`src/rtl/acc_ctl_pkg.sv`:
```
package acc_ctl_pkg;

    localparam int OP_W   = 6;
    localparam int ADR_W  = 10;
    localparam int WORD_W = 16;
    localparam int N_OPS  = 5;

    // execute strobe bit positions
    localparam int X_LOAD  = 0;
    localparam int X_STORE = 1;
    localparam int X_ADD   = 2;
    localparam int X_JUMP  = 3;
    localparam int X_JPOS  = 4;

    localparam logic [OP_W-1:0] OP_TABLE [N_OPS] = '{6'd4, 6'd8, 6'd16, 6'd32, 6'd33};

    typedef enum logic [1:0] {
        PH_ADDR   = 2'b00,
        PH_FETCH  = 2'b01,
        PH_DECODE = 2'b11,
        PH_EXEC   = 2'b10
    } phase_e;

    typedef struct packed {
        logic mar_load;
        logic mar_src;
        logic iar_inc;
        logic iar_ld;
        logic ir_load;
        logic acc_load;
        logic acc_src;
        logic mem_wr;
    } xfer_t;

    function automatic phase_e phase_after(input phase_e p);
        case (p)
            PH_ADDR:   phase_after = PH_FETCH;
            PH_FETCH:  phase_after = PH_DECODE;
            PH_DECODE: phase_after = PH_EXEC;
            default:   phase_after = PH_ADDR;
        endcase
    endfunction

endpackage

```
`src/rtl/acc_phase_seq.sv`:
```
module acc_phase_seq
    import acc_ctl_pkg::*;
(
    input  logic   clk,
    input  logic   rst,
    output phase_e phase
);

    phase_e phase_q;

    always_ff @(posedge clk) begin
        if (rst) phase_q <= PH_ADDR;
        else     phase_q <= phase_after(phase_q);
    end

    assign phase = phase_q;


    gray_step_chk: assert property (@(posedge clk) disable iff (rst)
        1'b1 |=> ($countones(phase_q ^ $past(phase_q)) == 1));


    exec_return_chk: assert property (@(posedge clk) disable iff (rst)
        (phase_q == PH_EXEC) |=> (phase_q == PH_ADDR));

endmodule

```
`src/rtl/acc_op_decode.sv`:
```
module acc_op_decode
    import acc_ctl_pkg::*;
#(
    parameter int OPW  = OP_W,
    parameter int NOPS = N_OPS
) (
    input  logic            clk,
    input  logic            rst,
    input  phase_e          phase,
    input  logic [OPW-1:0]  op,
    output logic [NOPS-1:0] ex
);

    logic in_exec;
    assign in_exec = (phase == PH_EXEC);

    for (genvar i = 0; i < NOPS; i++) begin : g_match
        assign ex[i] = in_exec && (op == OPW'(OP_TABLE[i]));
    end


    strobe_onehot_chk: assert property (@(posedge clk) disable iff (rst)
        $onehot0(ex));


    strobe_phase_chk: assert property (@(posedge clk) disable iff (rst)
        (ex != '0) |-> (phase == PH_EXEC));

endmodule

```
`src/rtl/acc_xfer_ctrl.sv`:
```
module acc_xfer_ctrl
    import acc_ctl_pkg::*;
#(
    parameter int NOPS = N_OPS
) (
    input  logic            clk,
    input  logic            rst,
    input  phase_e          phase,
    input  logic [NOPS-1:0] ex,
    input  logic            acc_sign,
    output xfer_t           xf
);

    always_comb begin
        xf = '0;
        case (phase)
            PH_ADDR: begin
                xf.mar_load = 1'b1;
                xf.mar_src  = 1'b0;
                xf.iar_inc  = 1'b1;
            end
            PH_FETCH: begin
                xf.ir_load = 1'b1;
            end
            PH_DECODE: begin
                xf.mar_load = 1'b1;
                xf.mar_src  = 1'b1;
            end
            default: begin
                xf.acc_load = ex[X_LOAD] | ex[X_ADD];
                xf.acc_src  = ex[X_ADD];
                xf.mem_wr   = ex[X_STORE];
                xf.iar_ld   = ex[X_JUMP] | (ex[X_JPOS] & ~acc_sign);
            end
        endcase
    end


    cond_branch_chk: assert property (@(posedge clk) disable iff (rst)
        (ex[X_JPOS] && acc_sign) |-> !xf.iar_ld);


    store_bind_chk: assert property (@(posedge clk) disable iff (rst)
        xf.mem_wr |-> ex[X_STORE]);


    branch_bind_chk: assert property (@(posedge clk) disable iff (rst)
        ex[X_JUMP] |-> xf.iar_ld);


    idle_exec_chk: assert property (@(posedge clk) disable iff (rst)
        (phase == PH_EXEC && ex == '0) |-> (xf == '0));

endmodule

```
`src/rtl/acc_cpu_ctrl.sv`:
```
module acc_cpu_ctrl
    import acc_ctl_pkg::*;
(
    input  logic             clk,
    input  logic             rst,
    input  logic [OP_W-1:0]  op_code,
    input  logic             acc_sign,
    output logic [1:0]       phase_code,
    output logic             ph_addr,
    output logic             ph_fetch,
    output logic             ph_decode,
    output logic             ph_exec,
    output logic [N_OPS-1:0] ex_strobe,
    output logic             mar_load,
    output logic             mar_src,
    output logic             iar_inc,
    output logic             iar_ld,
    output logic             ir_load,
    output logic             acc_load,
    output logic             acc_src,
    output logic             mem_wr
);

    phase_e phase;
    xfer_t  xf;

    acc_phase_seq u_seq (
        .clk   (clk),
        .rst   (rst),
        .phase (phase)
    );

    acc_op_decode #(.OPW(OP_W), .NOPS(N_OPS)) u_dec (
        .clk   (clk),
        .rst   (rst),
        .phase (phase),
        .op    (op_code),
        .ex    (ex_strobe)
    );

    acc_xfer_ctrl #(.NOPS(N_OPS)) u_xfer (
        .clk      (clk),
        .rst      (rst),
        .phase    (phase),
        .ex       (ex_strobe),
        .acc_sign (acc_sign),
        .xf       (xf)
    );

    assign phase_code = phase;
    assign ph_addr    = (phase == PH_ADDR);
    assign ph_fetch   = (phase == PH_FETCH);
    assign ph_decode  = (phase == PH_DECODE);
    assign ph_exec    = (phase == PH_EXEC);

    assign mar_load = xf.mar_load;
    assign mar_src  = xf.mar_src;
    assign iar_inc  = xf.iar_inc;
    assign iar_ld   = xf.iar_ld;
    assign ir_load  = xf.ir_load;
    assign acc_load = xf.acc_load;
    assign acc_src  = xf.acc_src;
    assign mem_wr   = xf.mem_wr;

    // spacing counter for the instruction-length check
    logic [2:0] gap_q;
    logic       seen_q;

    always_ff @(posedge clk) begin
        if (rst) begin
            gap_q  <= 3'd0;
            seen_q <= 1'b0;
        end else if (ph_addr) begin
            gap_q  <= 3'd1;
            seen_q <= 1'b1;
        end else if (gap_q != 3'd7) begin
            gap_q  <= gap_q + 3'd1;
        end
    end


    instr_len_chk: assert property (@(posedge clk) disable iff (rst)
        (ph_addr && seen_q) |-> (gap_q == 3'd4));


    phase_onehot_chk: assert property (@(posedge clk) disable iff (rst)
        $onehot({ph_addr, ph_fetch, ph_decode, ph_exec}));


    reset_phase_chk: assert property (@(posedge clk)
        rst |=> ph_addr);

endmodule

```
`config.mk`:
```
export PLATFORM = sky130hd
export DESIGN_NAME = acc_cpu_ctrl
export DESIGN_NICKNAME = d
export VERILOG_FILES = /design/src/rtl/acc_ctl_pkg.sv /design/src/rtl/acc_phase_seq.sv /design/src/rtl/acc_op_decode.sv /design/src/rtl/acc_xfer_ctrl.sv /design/src/rtl/acc_cpu_ctrl.sv
export SDC_FILE = /design/constraint.sdc
export NUM_CORES = 1
export LEC_CHECK = 0
export ABC_AREA = 1
export BUFFER_PORTS_ARGS = -buffer_cell sky130_fd_sc_hd__buf_2
export CAP_MARGIN = 40
export CELL_PAD_IN_SITES_DETAIL_PLACEMENT = 0
export CELL_PAD_IN_SITES_GLOBAL_PLACEMENT = 1
export CORE_MARGIN = 2
export CORE_UTILIZATION = 19
export CTS_CLUSTER_DIAMETER = 50
export CTS_CLUSTER_SIZE = 24
export DETAILED_ROUTE_END_ITERATION = 10
export PLACE_DENSITY = 0.85
export SLEW_MARGIN = 20
export SYNTH_ARGS = -nofsm -noshare
export SYNTH_HDL_FRONTEND = slang
export SYNTH_SLANG_ARGS = --single-unit
export TNS_END_PERCENT = 100
```
`constraint.sdc`:
```
create_clock -name clk -period 1.73 [get_ports clk]
set_clock_uncertainty 0.2 [all_clocks]
set_input_delay 0.346 -clock clk [delete_from_list [all_inputs] [get_ports clk]]
set_output_delay 0.346 -clock clk [all_outputs]
set_load 0.05 [all_outputs]
```
* Yosys cells after proc, flatten, opt, wreduce, memory -nomap -nowiden
Cells that the tools add are included.
W data, S select, Z words.
** Word-level totals
- Bits in registers :: 2
- Input port bits :: 9
- Output and inout bits :: 19
- Logic and storage cells :: 26
** Cells by class
- Equality and inequality tests :: 8
- Multiplexer cells :: 6
- Bitwise logic cells :: 4
- Reduce and logical (&&, ||, !) cells :: 7
** Operators with widths (number)
- $eq A6 B6 Y1 const B :: 2
- $eq A6 B3 Y1 const B :: 1
- $eq A6 B4 Y1 const B :: 1
- $eq A6 B5 Y1 const B :: 1
- $pmux W2 S3 :: 1
- $logic_and A1 B1 Y1 :: 5
- $eq A2 B2 Y1 const B :: 2
- $pmux W2 S2 :: 1
- $mux W1 :: 3
- $mux W3 :: 1
- $reduce_or A3 Y1 :: 1
- $eq A2 B1 Y1 const B :: 1
- $logic_not A2 Y1 :: 1
- $or A1 B1 Y1 :: 2
- $and A1 B1 Y1 :: 1
- $not A1 Y1 :: 1

* Depth between registers and ports, before layout
Gate-level depths: netlist of the first run.
- Word-level depth :: 5
- Depth in mapped cells :: 6
- Depth with buffers taken out :: 6

* Hierarchy
Synthesis of the first run repeated with hierarchy kept, for this count alone.
** Unflattened totals
- Cell total of the unflattened synthesis :: 58
- Area total of the unflattened synthesis :: 316.6 um2
** Modules (own cells, without submodules)
- acc_xfer_ctrl :: times used 1, cells each 19, area an instance 120.1 um2, seq. area each 0.0 um2
- acc_op_decode :: times used 1, cells each 27, area an instance 116.4 um2, seq. area each 0.0 um2
- acc_phase_seq :: times used 1, cells each 5, area an instance 53.8 um2, seq. area each 40.0 um2
- acc_cpu_ctrl :: times used 1, cells each 7, area an instance 26.3 um2, seq. area each 0.0 um2

* Worst setup path after synthesis of the first run
Ideal clock, no wire load.
- Path type :: register to output
- Start :: reg u_seq.phase_q[1], in the netlist u_seq.phase[1]
- End :: out ex_strobe[1]
- Arrival :: 2544 ps
- Required time :: 1184 ps
- Path slack :: -1360 ps
- Stages on the path, launching flop included :: 4
- Buffers on the path :: 0
- Cell sequence :: dfxtp_1 > ha_1 > nand2_2 > nor3_1
** Between the ends
- Word-level cells in the longest chain between the ends :: 2
** RTL lines
- from (decl) :: RTL line acc_phase_seq.sv:9 : phase_e phase_q;
- from (signal assigned) :: RTL line acc_phase_seq.sv:13 : else phase_q <= phase_after(phase_q);
- $eq A2 B2 Y1
- named net ph_exec :: RTL line acc_cpu_ctrl.sv:12 : output logic ph_exec,
- $logic_and A1 B1 Y1 :: RTL line acc_op_decode.sv:18 : assign ex[i] = in_exec && (op == OPW'(OP_TABLE[i]));
- to (decl) :: RTL line acc_cpu_ctrl.sv:13 : output logic [N_OPS-1:0] ex_strobe,
The timed path passes the listed nets, and every way through them passes these cells.

* Final worst setup path of the first run
- Start :: reg u_seq.phase_q[0], in the netlist u_seq.phase[0]
- End :: out ex_strobe[3]
** Between the ends
- Word-level cells in the longest chain between the ends :: 2
** RTL lines
- $eq A2 B2 Y1 :: RTL line acc_op_decode.sv:15 : assign in_exec = (phase == PH_EXEC);
- $logic_and A1 B1 Y1 :: RTL line acc_op_decode.sv:18
No other way between the ends.

==> flow_metrics.py, run 1 <==
metrics = {
    "final_layout": {
        "area_delta_synth_final_pct": 168,
        "n_antenna_cell": 0,
        "final_nets": 96,
        "final_layout_size_suffix_gt1_share_pct": 76.5,
        "largest_reg_flops": 2,
    },
    "grt": {
        "grt_pass1_wl_um": 1660,
        "grt_remaining_overflow": 0,
        "first_global_vias": 440,
        "grt_max_degree": 5,
        "grt.total_usage_pct": 11.9,
        "antenna_found_initial": 0,
    },
    "sta": {
        "rsz0062_at_grt": "yes",
        "setup_viol_count_final": 8,
        "period_needed_ps": 1840,
        "slew_viol_final": 0,
        "hold_viol": 0,
        "relSlewSlack_pct": 76.6,
        "max_freq_mhz": 544,
        "worst_pin_slew_ps": 351,
        "setup_ws_ps": -107,
        "hold_slack_ps": 95.1,
        "fin_crit_sh_pct": 106,
    },
    "clocking": {
        "clk_path_buf_depth": 2,
        "numClockSinks": 2,
        "insertion_delay_ps": 210,
        "clkTransAtPathRegs_ps": 30,
        "cts_tree": "yes",
        "htree_levels": 1,
        "cts_buffers": 3,
        "root_buffer": "clkbuf_4",
    },
    "logic_synthesis": {
        "synth_area_leaders": "ha_1, inv_1, dfxtp_1, nor2_1, buf_4",
        "yosysWarnings": 0,
        "netlist.area_leader.share_pct": 17.9,
        "synth_area_leader_cell": "ha_1",
        "synth-seq-cells": 2,
        "synth.distinct_cells": 13,
        "yosysSeqAreaShare_pct": 14.3,
        "synthesis.area_um2": 279,
        "syn_nets": 60,
        "synth_cells": 47,
        "avgSynthCellArea_um2": 5.94,
    },
    "drt": {
        "ant_nets": 0,
        "routed-via-count": 399,
        "wl_met3_um": 76,
        "finalWirelength_um": 925,
        "drt_iter0_drc": 5,
        "wl_per_cell_um": 9.64,
        "vias_per_cell": 4.16,
        "topRoutingLayerUsed": "met3",
        "dr.pass1.iters": 2,
        "drc": 0,
        "wl_met2_um": 556,
        "wl_met1_um": 291,
    },
    "placement": {
        "gp_congestion": 0.675,
        "port_buffers": 27,
        "dp_hpwl_um": 699,
    },
    "floorplan": {
        "core-area_um2": 1330,
        "rows": 13,
        "die_h_um": 42.3,
        "start_util_pct": 20.9,
        "die_x_um": 42.3,
        "fp.dieArea_um2": 1790,
        "io_pins": 28,
    },
    "power": {
        "ir_drop_mv": 0.382,
        "pwr-share-clk_pct": 19.9,
        "power_uw": 483,
        "power_density_nw_per_um2": 647,
        "pwr-share-seq_pct": 12.8,
        "leakage_nw": 0.382,
        "p_switching_uw": 232,
        "p_int_uw": 251,
        "combPwrFrac_pct": 67.3,
        "sw_frac_of_total_pct": 48.0,
    },
    "critical_path": {
        "required_ps": 1180,
        "path_max_fanout": 3,
        "crit_arrival_ps": 1290,
        "ff2ff_path_depth": 4,
        "end_kind": "primary output",
        "crit_path_start_kind": "register",
        "criticalPathCategory": "reg2out",
    },
    "status": {
        "status": "finished, violations left",
        "failed_checks": "negative setup slack",
    },
    "worst_hold_path": {
        "whs_path_depth": 2,
        "holdCritPathClass": "in2reg",
    },
    "job": {
        "cap_violations": 0,
    },
}
stage by stage:
stage	setup WS, ps	cells	util, %	TNS (ps)	instance area, µm²
after floorplan	-135	47	-	-986	373
after global placement	-43.9	93	41.7	-127	557
after detailed placement	-78.1	93	41.7	-262	557
after CTS	-112	97	53.3	-771	711
after global routing	-175	96	56.0	-1280	747
final	-107	96	56.0	-703	747
worst max-delay path: stages (launching register included):
cell        delay, ps
dfxtp_4           340
inv_4              60
ha_4              140
nand2_4            70
nor2_4            120
nand2_2           110
clkinvlp_4         90
buf_8             140
kinds of logic (layout without fill, tap and decap cells):
family,Yosys count,count (layout),share of synthesized area (%)
AND/OR/NAND/NOR,24,24,39.0
flip-flops,2,2,14.4
AO/OA/AOI/OAI,1,1,3.14
adder cells (fa/ha/maj),4,4,17.9
buffers and inverters,16,50,25.6
placed cells by master (no fill, tap or decap), drive strengths merged:
cell type   n
clkbuf      3
dfxtp       2
and2        1
clkinvlp    3
buf        34
inv        10
nor2       10
nand2       8
nor3        3
nand3       2
o21ai       1
ha          4
power by group through the flow:
| stage | sequential, mW | clock, mW | combinational [mW] |
|---|---|---|---|
| final | 0.0617 | 0.0962 | 0.325 |
| after detailed placement | 0.0614 | 0 | 0.255 |
| after global routing | 0.0624 | 0.109 | 0.345 |
| after global placement | 0.0607 | 0 | 0.253 |
| after floorplan | 0.0851 | 0 | 0.176 |
| after CTS | 0.0614 | 0.0992 | 0.293 |
final timing paths:
kind	slack, ps	start	end
worst max-delay path	-110	u_seq.phase[0]	ex_strobe[3]
worst min-delay path	100	rst	u_seq.phase[0]
worst max register to register	570	u_seq.phase[0]	u_seq.phase[1]
worst min register to register	520	u_seq.phase[1]	u_seq.phase[1]
synthesized netlist by cell type, drive strengths merged:
library cell	n
o21ai	1
buf	3
nor2	10
nor3	3
dfxtp	2
nand3	2
and2	1
nand2	8
inv	13
ha	4
layout make-up:
| type | count | area, µm² |
|---|---|---|
| Fill cell | 127 | 587 |
| Timing Repair Buffer | 34 | 315 |
| Multi-Input combinational cell | 29 | 278 |
| Inverter | 13 | 65.1 |
| Sequential cell | 2 | 47.5 |
| Clock buffer | 3 | 22.5 |
| Tap cell | 15 | 18.8 |
routing by layer:
layer | up-vias | track usage (%)
met4 | 0 | 5.63
met2 | 21 | 22.5
met5 | - | 0
li1 | 204 | -
met1 | 174 | 11.1
met3 | 0 | 4.31
what timing repair did:
item	CTS	global route
endpoints found under the setup margin	14	15
pin swaps	5	0
resized for setup	38	10
hold buffers	0	0
setup buffers	1	0
Power figures use the tool's default switching activity.
==> run 2: changes to the inputs <==
--- a/config.mk
+++ b/config.mk
@@ -5,13 +5,12 @@
 export SDC_FILE = /design/constraint.sdc
 export NUM_CORES = 1
 export LEC_CHECK = 0
-export ABC_AREA = 1
 export BUFFER_PORTS_ARGS = -buffer_cell sky130_fd_sc_hd__buf_2
 export CAP_MARGIN = 40
 export CELL_PAD_IN_SITES_DETAIL_PLACEMENT = 0
 export CELL_PAD_IN_SITES_GLOBAL_PLACEMENT = 1
 export CORE_MARGIN = 2
-export CORE_UTILIZATION = 19
+export CORE_UTILIZATION = 21
 export CTS_CLUSTER_DIAMETER = 50
 export CTS_CLUSTER_SIZE = 24
 export DETAILED_ROUTE_END_ITERATION = 10
==> run 2 against run 1 <==
The run still ends with negative setup slack left; sequential cell count unchanged; clock-buffer cell count stayed put; worst setup slack worse by 420 ps; via count is 3.8% lower; power is 0.63% higher; die area fell by 8.6%; global-route usage increased by 2.2 points; area after synthesis is the same; fmax down 18%; register-to-register slack hardly changed; combinational power decreased by 1%.
==> flow_metrics.py, run 2 <==
metrics = {
    "status": {
        "status": "finished, violations left",
        "failed_checks": "negative setup slack",
    },
    "logic_synthesis": {
        "async_flop_share_pct": 0,
        "yosysSeqAreaShare_pct": 14.3,
        "synth_area_leaders": "ha_1, dfxtp_1, and3_1, a2111oi_4, buf_4",
        "netlist.area_leader.share_pct": 17.9,
        "synth.distinct_cells": 14,
        "yosysMostFrequentCell": "and3_1",
        "synth_edf_count": 0,
        "syn_nets": 44,
        "synth-seq-cells": 2,
        "avgSynthCellArea_um2": 9.00,
        "synth_cells": 31,
        "synth_commonest_cells": "and3_1, ha_1, inv_1",
        "synth_area_leader_cell": "ha_1",
        "synth_ff_type": "dfxtp_1",
        "yosysWarnings": 0,
        "synthesis.area_um2": 279,
    },
    "drt": {
        "routed-via-count": 384,
        "ant_nets": 0,
        "dr.pass1.iters": 2,
        "finalWirelength_um": 1090,
        "drc": 0,
        "vias_per_cell": 4.52,
        "wl_per_cell_um": 12.8,
        "drt_iter0_drc": 1,
    },
    "critical_path": {
        "crit_arrival_ps": 1710,
        "crit_path_start_kind": "register",
        "cp_cell_sequence": "inv_4 > ha_4 > or4b_4 > buf_6 > nor4_4 > buf_6",
        "slowest_delay_ps": 500,
        "criticalPathCategory": "reg2out",
        "ff2ff_path_depth": 5,
        "crit_path_frequent_cell": "buf_6",
        "path_max_fanout": 3,
        "end_kind": "primary output",
        "cp_slowest_cell": "or4b_4",
        "required_ps": 1180,
        "reg2reg_slack_ps": 570,
        "r2r_end": "u_seq.phase[1]",
        "crit-reg2reg-launch": "u_seq.phase[1]",
    },
    "grt": {
        "antenna_found_initial": 0,
        "grt.total_usage_pct": 14.1,
        "grt_max_degree": 7,
        "grt_pass1_wl_um": 1500,
        "first_global_vias": 386,
        "grt_remaining_overflow": 0,
    },
    "sta": {
        "fin_crit_sh_pct": 130,
        "hold_slack_ps": 88.2,
        "hold_viol": 0,
        "max_freq_mhz": 444,
        "relSlewSlack_pct": 81.8,
        "setup_viol_count_final": 9,
        "setup_ws_ps": -524,
        "slew_viol_final": 0,
        "period_needed_ps": 2250,
        "rsz0062_at_grt": "yes",
        "worst_pin_slew_ps": 273,
    },
    "clocking": {
        "root_buffer": "clkbuf_4",
        "holdBufCountCts": 0,
        "postCtsSetupBuffers": 0,
        "insertion_delay_ps": 230,
        "cts_buffers": 3,
        "htree_levels": 1,
        "numClockSinks": 2,
        "cts_tree": "yes",
        "clk_path_buf_depth": 2,
        "clkTransAtPathRegs_ps": 30,
    },
    "floorplan": {
        "start_util_pct": 22.0,
        "rows": 13,
        "io_pins": 28,
        "core-area_um2": 1270,
        "die_x_um": 40.5,
        "fp.dieArea_um2": 1640,
        "die_h_um": 40.5,
    },
    "placement": {
        "gp_congestion": 0.668,
        "port_buffers": 27,
        "pre_cts_ws_ps": -464,
        "dp_hpwl_um": 720,
    },
    "worst_hold_path": {
        "whs_path_depth": 2,
        "holdCritPathClass": "in2reg",
        "hold_end": "u_seq.phase[1]",
        "min_from": "rst",
    },
    "final_layout": {
        "final_common_cell": "buf_6",
        "n_antenna_cell": 0,
        "final_layout_size_suffix_gt1_share_pct": 90.0,
        "final_nets": 85,
        "most-common-layout-cells": "buf_6, buf_2, buf_4",
        "area_delta_synth_final_pct": 174,
        "largest_reg_flops": 2,
    },
    "job": {
        "cap_violations": 0,
    },
    "power": {
        "leakage_nw": 0.347,
        "ir_drop_mv": 0.479,
        "power_density_nw_per_um2": 635,
    },
}
-- run 2: where the power goes --
group	leakage (nW)	switching (mW)	internal [mW]
Combinational	0.316	0.205	0.116
Clock	0.0138	0.0277	0.0766
Sequential	0.0178	0.00660	0.0543
-- run 2: final cells by class --
type / instances / area (µm²)
Tap cell: 15 / 18.8
Timing Repair Buffer: 39 / 339
Inverter: 4 / 20.0
Clock buffer: 3 / 22.5
Multi-Input combinational cell: 22 / 318
Fill cell: 112 / 503
Sequential cell: 2 / 47.5
-- run 2: worst max path at each step --
stage | depth (start not counted) | from | slack (ps) | endpoint
after floorplan | 4 | u_seq.phase[0] | -780 | iar_ld
after global placement | 4 | op_code[2] | -450 | iar_ld
after detailed placement | 4 | op_code[2] | -460 | iar_ld
after CTS | 6 | u_seq.phase[0] | -540 | ex_strobe[3]
after global routing | 6 | u_seq.phase[0] | -600 | ex_strobe[3]
final | 6 | u_seq.phase[0] | -520 | ex_strobe[3]
-- run 2: cells by family after synthesis --
group / after synthesis / share of synthesized area (%)
xor+xnor: 1 / 3.14
compound gates: 1 / 9.87
buf+inv: 7 / 13.5
simple gates: 16 / 41.3
flops: 2 / 14.4
fa+ha+maj: 4 / 17.9
-- run 2: layer usage --
| metal | wire length, µm | vias up | GRT usage [%] |
|---|---|---|---|
| met4 | 0 | 0 | 10.0 |
| li1 | - | 190 | - |
| met2 | 658 | 18 | 27.0 |
| met1 | 371 | 176 | 13.2 |
| met3 | 58 | 0 | 2.22 |
| met5 | 0 | - | 0 |
-- run 2: metrics by stage --
step                util (%)  cell area [µm²]  power (mW)  setup TNS (ps)  cells
global placement        44.8              568       0.316           -2640     82
CTS                     57.3              727       0.474           -2800     85
global route            60.4              766       0.509           -3020     85
detailed placement      44.8              568       0.318           -2720     82
floorplan                  -              347       0.253           -2380     31
finish                  60.4              766       0.486           -2640     85
-- run 2: timing repair --
action,CTS,global route
endpoints found under the setup margin,14,15
gates cloned,0,0
resized for setup,38,10
pin swaps,4,3
-- run 2: critical path, delay by kind of cell (launching register included) --
family / cells / cell delay [ps]
and+or+nand+nor: 2 / 630
adders and majority gates: 1 / 120
buffers and inverters: 3 / 400
DFF: 1 / 340
==> run 3: changes to the inputs <==
--- a/config.mk
+++ b/config.mk
@@ -18,5 +18,6 @@
 export SLEW_MARGIN = 20
 export SYNTH_ARGS = -nofsm -noshare
 export SYNTH_HDL_FRONTEND = slang
+export SYNTH_HIERARCHICAL = 1
 export SYNTH_SLANG_ARGS = --single-unit
 export TNS_END_PERCENT = 100
==> constraint.sdc (replaced) <==
create_clock -name clk -period 1.73 [get_ports clk]
set_clock_uncertainty 0.2 [all_clocks]
set_input_delay 0.0865 -clock clk [delete_from_list [all_inputs] [get_ports clk]]
set_output_delay 0.0865 -clock clk [all_outputs]
set_load 0.05 [all_outputs]
==> run 3 against run 2 <==
The flow now finishes without violations; sequential cell count unchanged; non-clock buffer count decreased by 3; sequential share of layout area increased by 0.76 points; clock power about the same; fmax increased by 32%; first-iteration DRC count decreased by 100%; combinational power decreased by 52%; global-route usage about the same; via count increased by 2.1%; sequential power decreased by 17%; largest power group unchanged.
==> flow_metrics.py, run 3 <==
metrics = {
    "critical_path": {
        "cp_top_family": "simple AND/OR/NAND/NOR gates",
        "required_ps": 1440,
        "crit_buf_inv": 3,
        "crit_path_start_kind": "primary input",
        "crit_path_frequent_cell": "buf_6",
        "criticalPathCategory": "in2out",
        "crit_arrival_ps": 1420,
        "cp_slowest_cell": "or4_4",
        "slowest_delay_ps": 560,
        "path_max_fanout": 3,
        "cp_cell_sequence": "buf_6 > or4_4 > buf_6 > nor4_4 > o21a_4 > buf_8",
        "end_kind": "primary output",
    },
    "drt": {
        "finalWirelength_um": 1020,
        "ant_nets": 0,
        "wl_per_cell_um": 11.8,
        "vias_per_cell": 4.56,
        "dr.pass1.iters": 1,
        "routed-via-count": 392,
        "drt_iter0_drc": 0,
        "drc": 0,
    },
    "grt": {
        "grt_max_degree": 11,
        "grt.total_usage_pct": 14.1,
        "antenna_found_initial": 0,
        "grt_remaining_overflow": 0,
        "grt_pass1_wl_um": 1550,
        "first_global_vias": 390,
    },
    "logic_synthesis": {
        "netlist.area_leader.share_pct": 22.1,
        "synth-seq-cells": 2,
        "synthesis.area_um2": 283,
        "async_flop_share_pct": 0,
        "synth_area_leader_cell": "ha_1",
        "yosysMostFrequentCell": "ha_1",
        "yosysWarnings": 6,
        "syn_nets": 46,
        "synth.distinct_cells": 15,
        "yosysSeqAreaShare_pct": 14.2,
        "synth_ff_type": "dfxtp_1",
        "avgSynthCellArea_um2": 8.84,
        "synth_cells": 32,
        "synth_area_leaders": "ha_1, dfxtp_1, or4b_1, nor4_1, inv_1",
        "synth_edf_count": 0,
        "synth_commonest_cells": "ha_1, inv_1, nor4_1, or4b_1",
    },
    "power": {
        "ir_drop_mv": 0.286,
        "leakage_nw": 0.342,
        "power_density_nw_per_um2": 452,
    },
    "placement": {
        "gp_congestion": 0.590,
        "dp_hpwl_um": 721,
        "port_buffers": 27,
    },
    "status": {
        "status": "finished clean",
    },
    "sta": {
        "period_needed_ps": 1710,
        "hold_slack_ps": 374,
        "rsz0062_at_grt": "yes",
        "setup_viol_count_final": 0,
        "fin_crit_sh_pct": 98.9,
        "slew_viol_final": 0,
        "hold_viol": 0,
        "max_freq_mhz": 585,
        "worst_pin_slew_ps": 272,
        "relSlewSlack_pct": 81.8,
    },
    "final_layout": {
        "most-common-layout-cells": "buf_2, buf_4, clkbuf_4, ha_1",
        "n_antenna_cell": 0,
        "final_layout_size_suffix_gt1_share_pct": 76.1,
        "largest_reg_flops": 2,
        "final_nets": 87,
        "area_delta_synth_final_pct": 141,
        "post-route-util_pct": 53.1,
        "final_common_cell": "buf_2",
    },
    "clocking": {
        "cts_tree": "yes",
        "root_buffer": "clkbuf_4",
        "htree_levels": 1,
        "cts_buffers": 3,
        "numClockSinks": 2,
        "clkTransAtPathRegs_ps": 30,
        "insertion_delay_ps": 220,
        "clk_path_buf_depth": 2,
    },
    "floorplan": {
        "die_x_um": 40.7,
        "core-area_um2": 1280,
        "rows": 13,
        "io_pins": 28,
        "start_util_pct": 22.0,
        "fp.dieArea_um2": 1660,
        "die_h_um": 40.7,
    },
    "worst_hold_path": {
        "holdCritPathClass": "in2reg",
    },
    "job": {
        "cap_violations": 0,
    },
}
==> run 3: final cells by class <==
type	instances	area (µm²)
tap	15	18.8
sequential	2	47.5
inverter	4	15.0
timing repair buffer	36	253
multi-input combinational	26	325
fill	122	603
clock buffer	3	22.5
==> run 3: through the flow <==
step                worst slack (ps)  TNS, ps  power (mW)  area [µm²]  std cells
floorplan                       -376    -1260       0.149         384         32
detailed placement             -56.6     -116       0.193         568         78
global placement               -47.9    -86.8       0.191         568         78
finish                          19.4        0       0.308         682         86
global route                   -14.5    -43.8       0.330         682         86
CTS                            -28.3    -52.3       0.314         662         85
==> run 3: timing repair <==
action,CTS,global route
pin swaps,6,4
cloned,0,0
endpoints found under the hold margin,2,0
resized for setup,10,4
hold buffers,1,0
endpoints found under the setup margin,4,6
setup buffers,3,1
==> run 3: power by group <==
group          total [mW]  switching [mW]  leakage (nW)  internal [mW]
Clock               0.103          0.0268        0.0138         0.0766
Sequential         0.0507         0.00211        0.0178         0.0486
Combinational       0.154           0.105         0.310         0.0493
Total               0.308           0.134         0.342          0.174
==> run 3: path summary, 6_finish.rpt <==
path	start	end	slack, ps	cells after the start
max	op_code[1]	iar_ld	20	6
min reg2reg	u_seq/phase[1]	u_seq/phase[0]	400	2
max reg2reg	u_seq/phase[0]	u_seq/phase[1]	820	2
min	rst	u_seq/phase[0]	370	3
==> run 3: cells by family after synthesis <==
| kind of cell | count (synthesis) | share of synthesized area (%) |
|---|---|---|
| buf+inv | 4 | 5.31 |
| simple gates | 19 | 53.1 |
| flops | 2 | 14.2 |
| fa+ha+maj | 5 | 22.1 |
| compound gates | 2 | 5.31 |
==> run 3: per-layer routing <==
metal | routed length (µm) | share of wire, % | vias up | track usage (%)
li1 | - | - | 196 | -
met1 | 404 | 40 | 173 | 14.0
met2 | 528 | 52 | 23 | 27.8
met3 | 82 | 8.1 | 0 | 4.89
met4 | 0 | 0 | 0 | 2.50
met5 | 0 | 0 | - | 0
==> run 3: worst reg2reg max path, cell delays in order (launching register included) <==
cell	delay (ps)
dfxtp_4	330
buf_4	150
nor2b_1	120
